`config.mk`:
```
export PLATFORM = sky130hd
export DESIGN_NAME = cons_port
export DESIGN_NICKNAME = d
export VERILOG_FILES = /design/src/rtl/cons_pkg.sv /design/src/rtl/cons_rx.sv /design/src/rtl/cons_tx.sv /design/src/rtl/cons_rdmux.sv /design/src/rtl/cons_port.sv
export SDC_FILE = /design/constraint.sdc
export NUM_CORES = 1
export LEC_CHECK = 0
export BUFFER_PORTS_ARGS = -buffer_cell sky130_fd_sc_hd__buf_2
export CORE_MARGIN = 1
export CORE_UTILIZATION = 49
export CTS_CLUSTER_SIZE = 30
export DETAILED_ROUTE_END_ITERATION = 10
export MAX_ROUTING_LAYER = met4
export PLACE_DENSITY = 0.86
export SLEW_MARGIN = 20
export SYNTH_ARGS = -nofsm -noshare
export SYNTH_HDL_FRONTEND = slang
export SYNTH_HIERARCHICAL = 1
export SYNTH_SLANG_ARGS = --single-unit
```
`constraint.sdc`:
```
create_clock -name clk -period 2.03 [get_ports clk]
set_input_delay 0.203 -clock clk [delete_from_list [all_inputs] [get_ports clk]]
set_output_delay 0.203 -clock clk [all_outputs]
set_load 0.005 [all_outputs]
```
`src/rtl/cons_pkg.sv`:
```
`timescale 1ns/1ps
package cons_pkg;
    localparam int WORD_W = 16;
    localparam int CHAR_W = 8;
    localparam int SEL_W  = 2;

    // control register bit positions (software visible)
    localparam int DONE_POS = 7;
    localparam int IE_POS   = 6;
    // receive word flag positions
    localparam int ERR_POS  = 15;
    localparam int OVR_POS  = 14;
    localparam int FRM_POS  = 13;
    localparam int BRK_POS  = 10;

    typedef enum logic [SEL_W-1:0] {
        SEL_RX_CTL = 2'd0,
        SEL_RX_DAT = 2'd1,
        SEL_TX_CTL = 2'd2,
        SEL_TX_DAT = 2'd3
    } sel_e;

    typedef struct packed {
        logic              done;
        logic              ie;
        logic              irq;
        logic              halt;
        logic [WORD_W-1:0] word;
    } rx_state_t;

    typedef struct packed {
        logic              done;
        logic              ie;
        logic              irq;
        logic              busy;
        logic [CHAR_W-1:0] data;
    } tx_state_t;

    function automatic logic [CHAR_W-1:0] fold_char(input logic [CHAR_W-1:0] c,
                                                    input logic seven);
        fold_char = c;
        if (seven) fold_char[CHAR_W-1] = 1'b0;
    endfunction
endpackage

```
`src/rtl/cons_rx.sv`:
```
`timescale 1ns/1ps
module cons_rx
    import cons_pkg::*;
(
    input  logic              clk,
    input  logic              rst_n,
    input  logic              seven_bit,
    input  logic              ctl_wr,
    input  logic              ie_in,
    input  logic              dat_rd,
    input  logic              in_valid,
    input  logic              in_brk,
    input  logic [CHAR_W-1:0] in_char,
    input  logic              halt_en,
    output logic              done,
    output logic              ie,
    output logic              irq,
    output logic              halt,
    output logic [WORD_W-1:0] word
);
    rx_state_t st_d, st_q;

    always_comb begin
        logic [WORD_W-1:0] w_d;
        st_d      = st_q;
        st_d.halt = 1'b0;
        w_d       = '0;

        if (ctl_wr) begin
            if (!ie_in) st_d.irq = 1'b0;
            else if (st_q.done && !st_q.ie) st_d.irq = 1'b1;
            st_d.ie = ie_in;
        end

        if (dat_rd) begin
            st_d.done                = 1'b0;
            st_d.word[WORD_W-1:CHAR_W] = '0;
        end

        if (in_valid) begin
            if (in_brk) begin
                w_d[ERR_POS] = 1'b1;
                w_d[FRM_POS] = 1'b1;
                w_d[BRK_POS] = 1'b1;
            end else begin
                w_d[CHAR_W-1:0] = fold_char(in_char, seven_bit);
            end
            if (st_q.done && !dat_rd) begin
                w_d[ERR_POS] = 1'b1;
                w_d[OVR_POS] = 1'b1;
            end
            st_d.word = w_d;
            st_d.done = 1'b1;
            if (st_d.ie) st_d.irq = 1'b1;
            if (in_brk && halt_en) st_d.halt = 1'b1;
        end
    end

    always_ff @(posedge clk or negedge rst_n) begin
        if (!rst_n) st_q <= '0;
        else        st_q <= st_d;
    end

    assign done = st_q.done;
    assign ie   = st_q.ie;
    assign irq  = st_q.irq;
    assign halt = st_q.halt;
    assign word = st_q.word;
endmodule

```
`src/rtl/cons_tx.sv`:
```
`timescale 1ns/1ps
module cons_tx
    import cons_pkg::*;
(
    input  logic              clk,
    input  logic              rst_n,
    input  logic              seven_bit,
    input  logic              ctl_wr,
    input  logic              ie_in,
    input  logic              dat_wr,
    input  logic [CHAR_W-1:0] wr_char,
    input  logic              out_ready,
    output logic              done,
    output logic              ie,
    output logic              irq,
    output logic              busy,
    output logic [CHAR_W-1:0] data
);
    tx_state_t st_d, st_q;

    always_comb begin
        st_d = st_q;

        if (ctl_wr) begin
            if (!ie_in) st_d.irq = 1'b0;
            else if (st_q.done && !st_q.ie) st_d.irq = 1'b1;
            st_d.ie = ie_in;
        end

        // a stalled transfer simply stays busy and is offered again
        if (st_q.busy && out_ready) begin
            st_d.busy = 1'b0;
            st_d.done = 1'b1;
            if (st_d.ie) st_d.irq = 1'b1;
        end

        if (dat_wr) begin
            st_d.data = fold_char(wr_char, seven_bit);
            st_d.done = 1'b0;
            st_d.busy = 1'b1;
        end
    end

    always_ff @(posedge clk or negedge rst_n) begin
        if (!rst_n) begin
            st_q      <= '0;
            st_q.done <= 1'b1;
        end else begin
            st_q <= st_d;
        end
    end

    assign done = st_q.done;
    assign ie   = st_q.ie;
    assign irq  = st_q.irq;
    assign busy = st_q.busy;
    assign data = st_q.data;
endmodule

```
`src/rtl/cons_rdmux.sv`:
```
`timescale 1ns/1ps
module cons_rdmux
    import cons_pkg::*;
(
    input  logic [SEL_W-1:0]  sel,
    input  logic              rx_done,
    input  logic              rx_ie,
    input  logic [WORD_W-1:0] rx_word,
    input  logic              tx_done,
    input  logic              tx_ie,
    output logic [WORD_W-1:0] rd_data
);
    always_comb begin
        rd_data = '0;
        case (sel)
            SEL_RX_CTL: begin
                rd_data[DONE_POS] = rx_done;
                rd_data[IE_POS]   = rx_ie;
            end
            SEL_RX_DAT: rd_data = rx_word;
            SEL_TX_CTL: begin
                rd_data[DONE_POS] = tx_done;
                rd_data[IE_POS]   = tx_ie;
            end
            default: rd_data = '0;
        endcase
    end
endmodule

```
`src/rtl/cons_port.sv`:
```
`timescale 1ns/1ps
module cons_port
    import cons_pkg::*;
(
    input  logic              clk,
    input  logic              rst_n,
    input  logic              seven_bit,
    input  logic [SEL_W-1:0]  reg_sel,
    input  logic              rd_en,
    input  logic              wr_en,
    input  logic [WORD_W-1:0] wr_data,
    output logic [WORD_W-1:0] rd_data,
    input  logic              rx_valid,
    input  logic [CHAR_W-1:0] rx_char,
    input  logic              rx_brk,
    input  logic              halt_en,
    output logic              halt_req,
    output logic              tx_valid,
    output logic [CHAR_W-1:0] tx_char,
    input  logic              tx_ready,
    output logic              rx_irq,
    output logic              tx_irq
);
    logic rx_ctl_wr, rx_dat_rd, tx_ctl_wr, tx_dat_wr;
    logic rx_done_w, rx_ie_w, tx_done_w, tx_ie_w;
    logic [WORD_W-1:0] rx_word_w;
    logic unused_wr_bits;

    assign rx_ctl_wr = wr_en && (reg_sel == SEL_RX_CTL);
    assign rx_dat_rd = rd_en && (reg_sel == SEL_RX_DAT);
    assign tx_ctl_wr = wr_en && (reg_sel == SEL_TX_CTL);
    assign tx_dat_wr = wr_en && (reg_sel == SEL_TX_DAT);
    assign unused_wr_bits = ^wr_data[WORD_W-1:CHAR_W];

    cons_rx u_rx (
        .clk      (clk),
        .rst_n    (rst_n),
        .seven_bit(seven_bit),
        .ctl_wr   (rx_ctl_wr),
        .ie_in    (wr_data[IE_POS]),
        .dat_rd   (rx_dat_rd),
        .in_valid (rx_valid),
        .in_brk   (rx_brk),
        .in_char  (rx_char),
        .halt_en  (halt_en),
        .done     (rx_done_w),
        .ie       (rx_ie_w),
        .irq      (rx_irq),
        .halt     (halt_req),
        .word     (rx_word_w)
    );

    cons_tx u_tx (
        .clk      (clk),
        .rst_n    (rst_n),
        .seven_bit(seven_bit),
        .ctl_wr   (tx_ctl_wr),
        .ie_in    (wr_data[IE_POS]),
        .dat_wr   (tx_dat_wr),
        .wr_char  (wr_data[CHAR_W-1:0]),
        .out_ready(tx_ready),
        .done     (tx_done_w),
        .ie       (tx_ie_w),
        .irq      (tx_irq),
        .busy     (tx_valid),
        .data     (tx_char)
    );

    cons_rdmux u_rdmux (
        .sel    (reg_sel),
        .rx_done(rx_done_w),
        .rx_ie  (rx_ie_w),
        .rx_word(rx_word_w),
        .tx_done(tx_done_w),
        .tx_ie  (tx_ie_w),
        .rd_data(rd_data)
    );
endmodule

```
* Word level (Yosys, flattened, before mapping) *
Index checks and enable logic that the tools add are counted.

cells by class
  add/sub/neg operators = 0
  reduce and logical (&&, ||, !) cells = 15
  bitwise logic cells = 0
  eq/ne operators = 3
  mux-type cells = 25
  order comparisons = 0
  shifts and indexed selects = 0
  multipliers = 0
  divide/modulo/power cells = 0

operator list
  kind                                                 count
  2-to-1 mux 8 bit                                     3
  2-to-1 mux 18 bit                                    1
  2-to-1 mux 1 bit                                     14
  logical AND 1 bit                                    9
  2-to-1 mux 9 bit                                     1
  2-to-1 mux 2 bit                                     4
  2-to-1 mux 6 bit                                     1
  case mux 2 bit (3 select lines)                      1
  equality test 2 bit, second input constant           2
  nonzero test 2 bit                                   2
  logical NOT 1 bit                                    3
  equality test 2 x 1 -> 1 bit, second input constant  1
  logical NOT 2 bit                                    1

storage, ports and cells
  input port bits = 35
  bits in latches = 0
  ROM bits = 0
  register bits after elaboration = 32
  memories = 0
  output and inout port bits = 28
  RAM bits = 0

* Longest topological paths before layout *
  depth after elaboration = 8
  depth in mapped cells = 4

* Hierarchy *
Netlist, hierarchy kept.

by module, submodules not included
  module      cells each  area an instance (um2)  sequential area each (um2)  times used
  cons_rx     48          628.1                   375.4                       1
  cons_tx     34          494.2                   301.5                       1
  cons_rdmux  21          171.4                   0.0                         1
  cons_port   4           32.5                    0.0                         1

* Worst setup path before layout *
Ideal clock, no wire load.

  kind = input to register
  from = input port reg_sel[0]
  to = register u_rx.st_q (netlist bit u_rx/ie)
  setup slack = 1.066 ns
  setup time = 0.125 ns
  stages = 2
  data arrival time = 0.839 ns
  cells stage by stage = nor3b_1 > mux2_2

RTL lines
  element               RTL line        text
  start, declared       cons_port.sv:8  input logic [SEL_W-1:0] reg_sel,
  end signal, assigned  cons_rx.sv:61   else st_q <= st_d;
  end, declared         cons_rx.sv:21   rx_state_t st_d, st_q;

* Final worst setup path *
  from = register, netlist name u_tx/done
  to = output port rd_data[7]

on the way
  longest elaborated chain between the ends = 1

RTL lines
  element                          RTL line          text
  case mux 2 bit (3 select lines)  cons_rdmux.sv:15  case (sel)
  end, declared                    cons_port.sv:12   output logic [WORD_W-1:0] rd_data,

No other way between the ends.

==> load_flow_metrics.sql <==
INSERT INTO impl_metrics (metric_group, metric, value, unit) VALUES
('floorplanning', 'fp.coreArea', '2520', 'µm²'),
('setup_path', 'crit_path_max_fanout', '3', ''),
('clock_tree', 'h-tree-depth', '1', ''),
('sta', 'hold_viol_final', '0', ''),
('setup_path', 'timing.setup.critical_path_class', 'reg -> out', ''),
('yosys', 'share_of_the_synthesized_area_in_compound_gates_ao_oa_aoi_oai', '10.8', '%'),
('sta', 'final.period_utilization', '65.4', '%'),
('yosys', 'synth_top_cells_by_area', 'dfrtp_1 49%, mux2_4 6.8%, and2_2 5.7%, a22o_1 5.3%, buf_6 3.4%', ''),
('sta', 'worst_slew_pin_tran', '0.577', 'ns'),
('routing', 'post_drt_via_cell_ratio', '5.09', ''),
('routing', 'first_pass_iters', '3', ''),
('yosys', 'yosys_register_bits', '27', ''),
('placement', 'detailed_place_hpwl', '1780', 'µm'),
('yosys', 'synth.yosys.seq_area_share', '51.0', '%'),
('routing', 'detailedRoute.firstIterationViolations', '11', ''),
('sta', 'fmax', '753', 'MHz'),
('run_status', 'status', 'finished clean', ''),
('global_route', 'number_of_global_route_vias_before_repair', '883', ''),
('clock_tree', 'cts_inserted_buffers', '3', ''),
('floorplanning', 'die_width', '54.0', 'µm'),
('placement', 'port_buffers', '50', ''),
('finish', 'antenna_cells', '0', ''),
('sta', 'max_transition_margin', '61.5', '%'),
('routing', 'ant_nets', '0', ''),
('sta', 'clock-skew-final', '0.00850', 'ns'),
('power_and_ir_drop', 'power-per-cell-area', '722', 'nW/µm²'),
('global_route', 'antenna_found_initial', '0', ''),
('setup_path', 'worstSetupStartpointType', 'flip-flop', ''),
('floorplanning', 'top_level_ports', '63', ''),
('sta', 'fin_tns_setup', '0', 'ns'),
('power_and_ir_drop', 'cellLeakagePower', '0.000841', 'µW'),
('yosys', 'synthDominantCellAreaShare', '49.1', '%'),
('routing', 'route.detailed.drc', '0', ''),
('floorplanning', 'die_area', '2920', 'µm²'),
('sta', 'setup_viol', '0', ''),
('yosys', 'post_synth_fa_ha_maj_area_fraction', '0', '%'),
('yosys', 'combinational_family_with_the_most_area_after_synthesis', 'simple AND/OR/NAND/NOR gates', ''),
('sta', 'slew_violations', '0', ''),
('setup_path', 'setup.worst_path.end_class', 'primary output', ''),
('yosys', 'synth_area', '1330', 'µm²'),
('clock_tree', 'clock_sinks', '27', ''),
('placement', 'gpl.final_weighted_congestion', '0.697', ''),
('floorplanning', 'row_count', '18', ''),
('finish', 'layout-area-overhead-vs-synth', '19.1', '%'),
('power_and_ir_drop', 'finalPower', '1140', 'µW'),
('clock_tree', 'post-cts-setup-buffer-count', '0', ''),
('global_route', 'maximum_number_of_pins_on_one_net_before_global_route_repair', '28', ''),
('yosys', 'muxShareOfSynthArea', '11.6', '%'),
('floorplanning', 'chipHeight', '54.0', 'µm'),
('finish', 'final_cell_mix', '50 x buf_2, 26 x dfrtp_1, 10 x and2_2', ''),
('yosys', 'synth.largest_area_cell', 'dfrtp_1', ''),
('yosys', 'ys_warn_count', '6', ''),
('clock_tree', 'insertion_delay', '0.32', 'ns'),
('finish', 'most_common_cell_after_layout_fill_and_taps_aside', 'buf_2', ''),
('sta', 'timing.final.crit_period', '1.33', 'ns'),
('run', 'maxCapViolCount', '0', ''),
('routing', 'detail_route.wirelength', '2350', 'µm'),
('sta', 'unrepaired_setup_endpoints_after_global_routing', 'no', ''),
('power_and_ir_drop', 'power.ir.vdd_worst', '0.000723', 'V'),
('finish', 'post_route_cells_drive_above_1_share', '50.0', '%'),
('yosys', 'synth_xor_xnor_area_share', '0', '%'),
('setup_path', 'timing.critical_path.arrival', '1.13', 'ns'),
('setup_path', 'cp_data_required_time', '1.83', 'ns'),
('yosys', 'synth_cell_type_count', '32', ''),
('routing', 'avgRoutedWirePerCell', '12.6', 'µm'),
('global_route', 'gr-total-overflow', '0', ''),
('yosys', 'synthSimpleGateAreaFrac', '18.6', '%'),
('yosys', 'synth_area_per_cell', '12.4', 'µm²'),
('routing', 'route.vias.total', '947', ''),
('clock_tree', 'cts.reportedPaths.clkPinSlew', '0.14', 'ns'),
('clock_tree', 'clock_tree.root_cell', 'clkbuf_4', ''),
('global_route', 'grtUsageTotal', '19.0', '%'),
('hold_path', 'timing.hold.worst.class', 'in -> reg', ''),
('finish', 'layout.nets', '192', ''),
('clock_tree', 'cts_tree', 'done', ''),
('floorplanning', 'initial_utilization', '52.6', '%'),
('yosys', 'synth_cells', '107', ''),
('global_route', 'grt_pass1_wl', '3810', 'µm'),
('clock_tree', 'cts_buffer_depth', '2', '');
-- Yosys cell counts --
library cell	count
a21oi_1	1
buf_4	5
mux2_2	3
o2bb2ai_1	2
inv_1	5
conb_1	1
nor2b_1	2
o311a_1	1
and3_2	1
nand2b_1	4
or3_1	1
and3_1	1
o22ai_1	1
a32o_1	1
and2_1	4
and3b_1	2
and2b_2	1
nand2_1	3
dfstp_2	1
dfrtp_1	26
a22o_1	8
nor2b_4	2
mux2_4	6
a22oi_1	1
mux2i_1	3
and2_2	10
a311oi_1	1
nor3_1	1
buf_6	4
nor2_1	3
nor3b_1	1
a21o_2	1
-- kinds of logic (layout without fill, tap and decap cells) --
kind of cell / count (synthesis) / count (layout)
buffers and inverters: 14 / 60
other: 1 / 4
DFF: 27 / 27
and+or+nand+nor: 36 / 36
muxes: 12 / 12
AOI/OAI and AO/OA: 17 / 17
-- where the power goes --
part,leakage [µW],total (µW),internal (µW),switching [µW]
registers,0.000326,664,616,47.5
logic,0.000501,254,150,104
clock network,0.0000150,222,76.9,146
-- path summary, 6_finish.rpt --
kind / startpoint / end / slack (ns) / cells after the start
max: u_tx/done$_DFFE_PN1P_ / rd_data[7] / 0.70 / 2
min: seven_bit / u_tx/data[7]$_DFFE_PN0P_ / 0.05 / 2
max reg2reg: u_rx/ie$_DFF_PN0_ / u_rx/irq$_DFF_PN0_ / 1.02 / 2
min reg2reg: u_rx/word[5]$_DFFE_PN0P_ / u_rx/word[5]$_DFFE_PN0P_ / 0.52 / 1
max in group asynchronous: rst_n / u_tx/done$_DFFE_PN1P_ / 1.24 / 2
min in group asynchronous: rst_n / u_rx/ie$_DFF_PN0_ / 0.40 / 2
-- area by class of cell --
class	instances	area, µm²
multi-input combinational	69	559
clock buffer	4	26.3
timing repair buffer	51	260
tap	30	37.5
sequential	27	677
fill	210	943
inverter	5	18.8
-- layer usage --
| metal | vias to the layer above | part of all wire (%) | GRT usage (%) |
|---|---|---|---|
| met5 | - | 0 | - |
| met4 | 0 | 0 | 2.56 |
| met3 | 0 | 7.5 | 5.08 |
| met2 | 42 | 47 | 32.7 |
| met1 | 448 | 46 | 22.8 |
| li1 | 457 | - | - |
-- what timing repair did --
action	CTS	global route
hold endpoints to repair	26	0
hold buffers	1	0
resized for setup	0	0
-- sequential cells by signal, indices dropped and copies added, names as in the netlist --
name and count:
u_rx/done 1, u_tx/ie 1, u_tx/busy 1, u_tx/data 8, u_tx/irq 1, u_rx/halt 1
u_rx/word 11, u_rx/irq 1, u_tx/done 1, u_rx/ie 1
-- through the flow --
step                      setup slack, ns  utilization, %  std cells  instance area, µm²  hold WS (ns)
after CTS                           0.681            62.6        186                1580        0.0416
after floorplan                      1.07               -        110                1340       -0.0926
after global routing                0.623            62.6        186                1580        0.0315
after detailed placement            0.757            61.2        181                1540         0.241
final                               0.702            62.6        186                1580        0.0505
after global placement              0.786            61.2        181                1540         0.230
-- critical path, cell delays in order, from the launching register on --
cell and delay (ns):
dfstp_2 0.57, o2bb2ai_1 0.11, buf_2 0.13
Note: power is estimated with default switching activity, not from simulation.
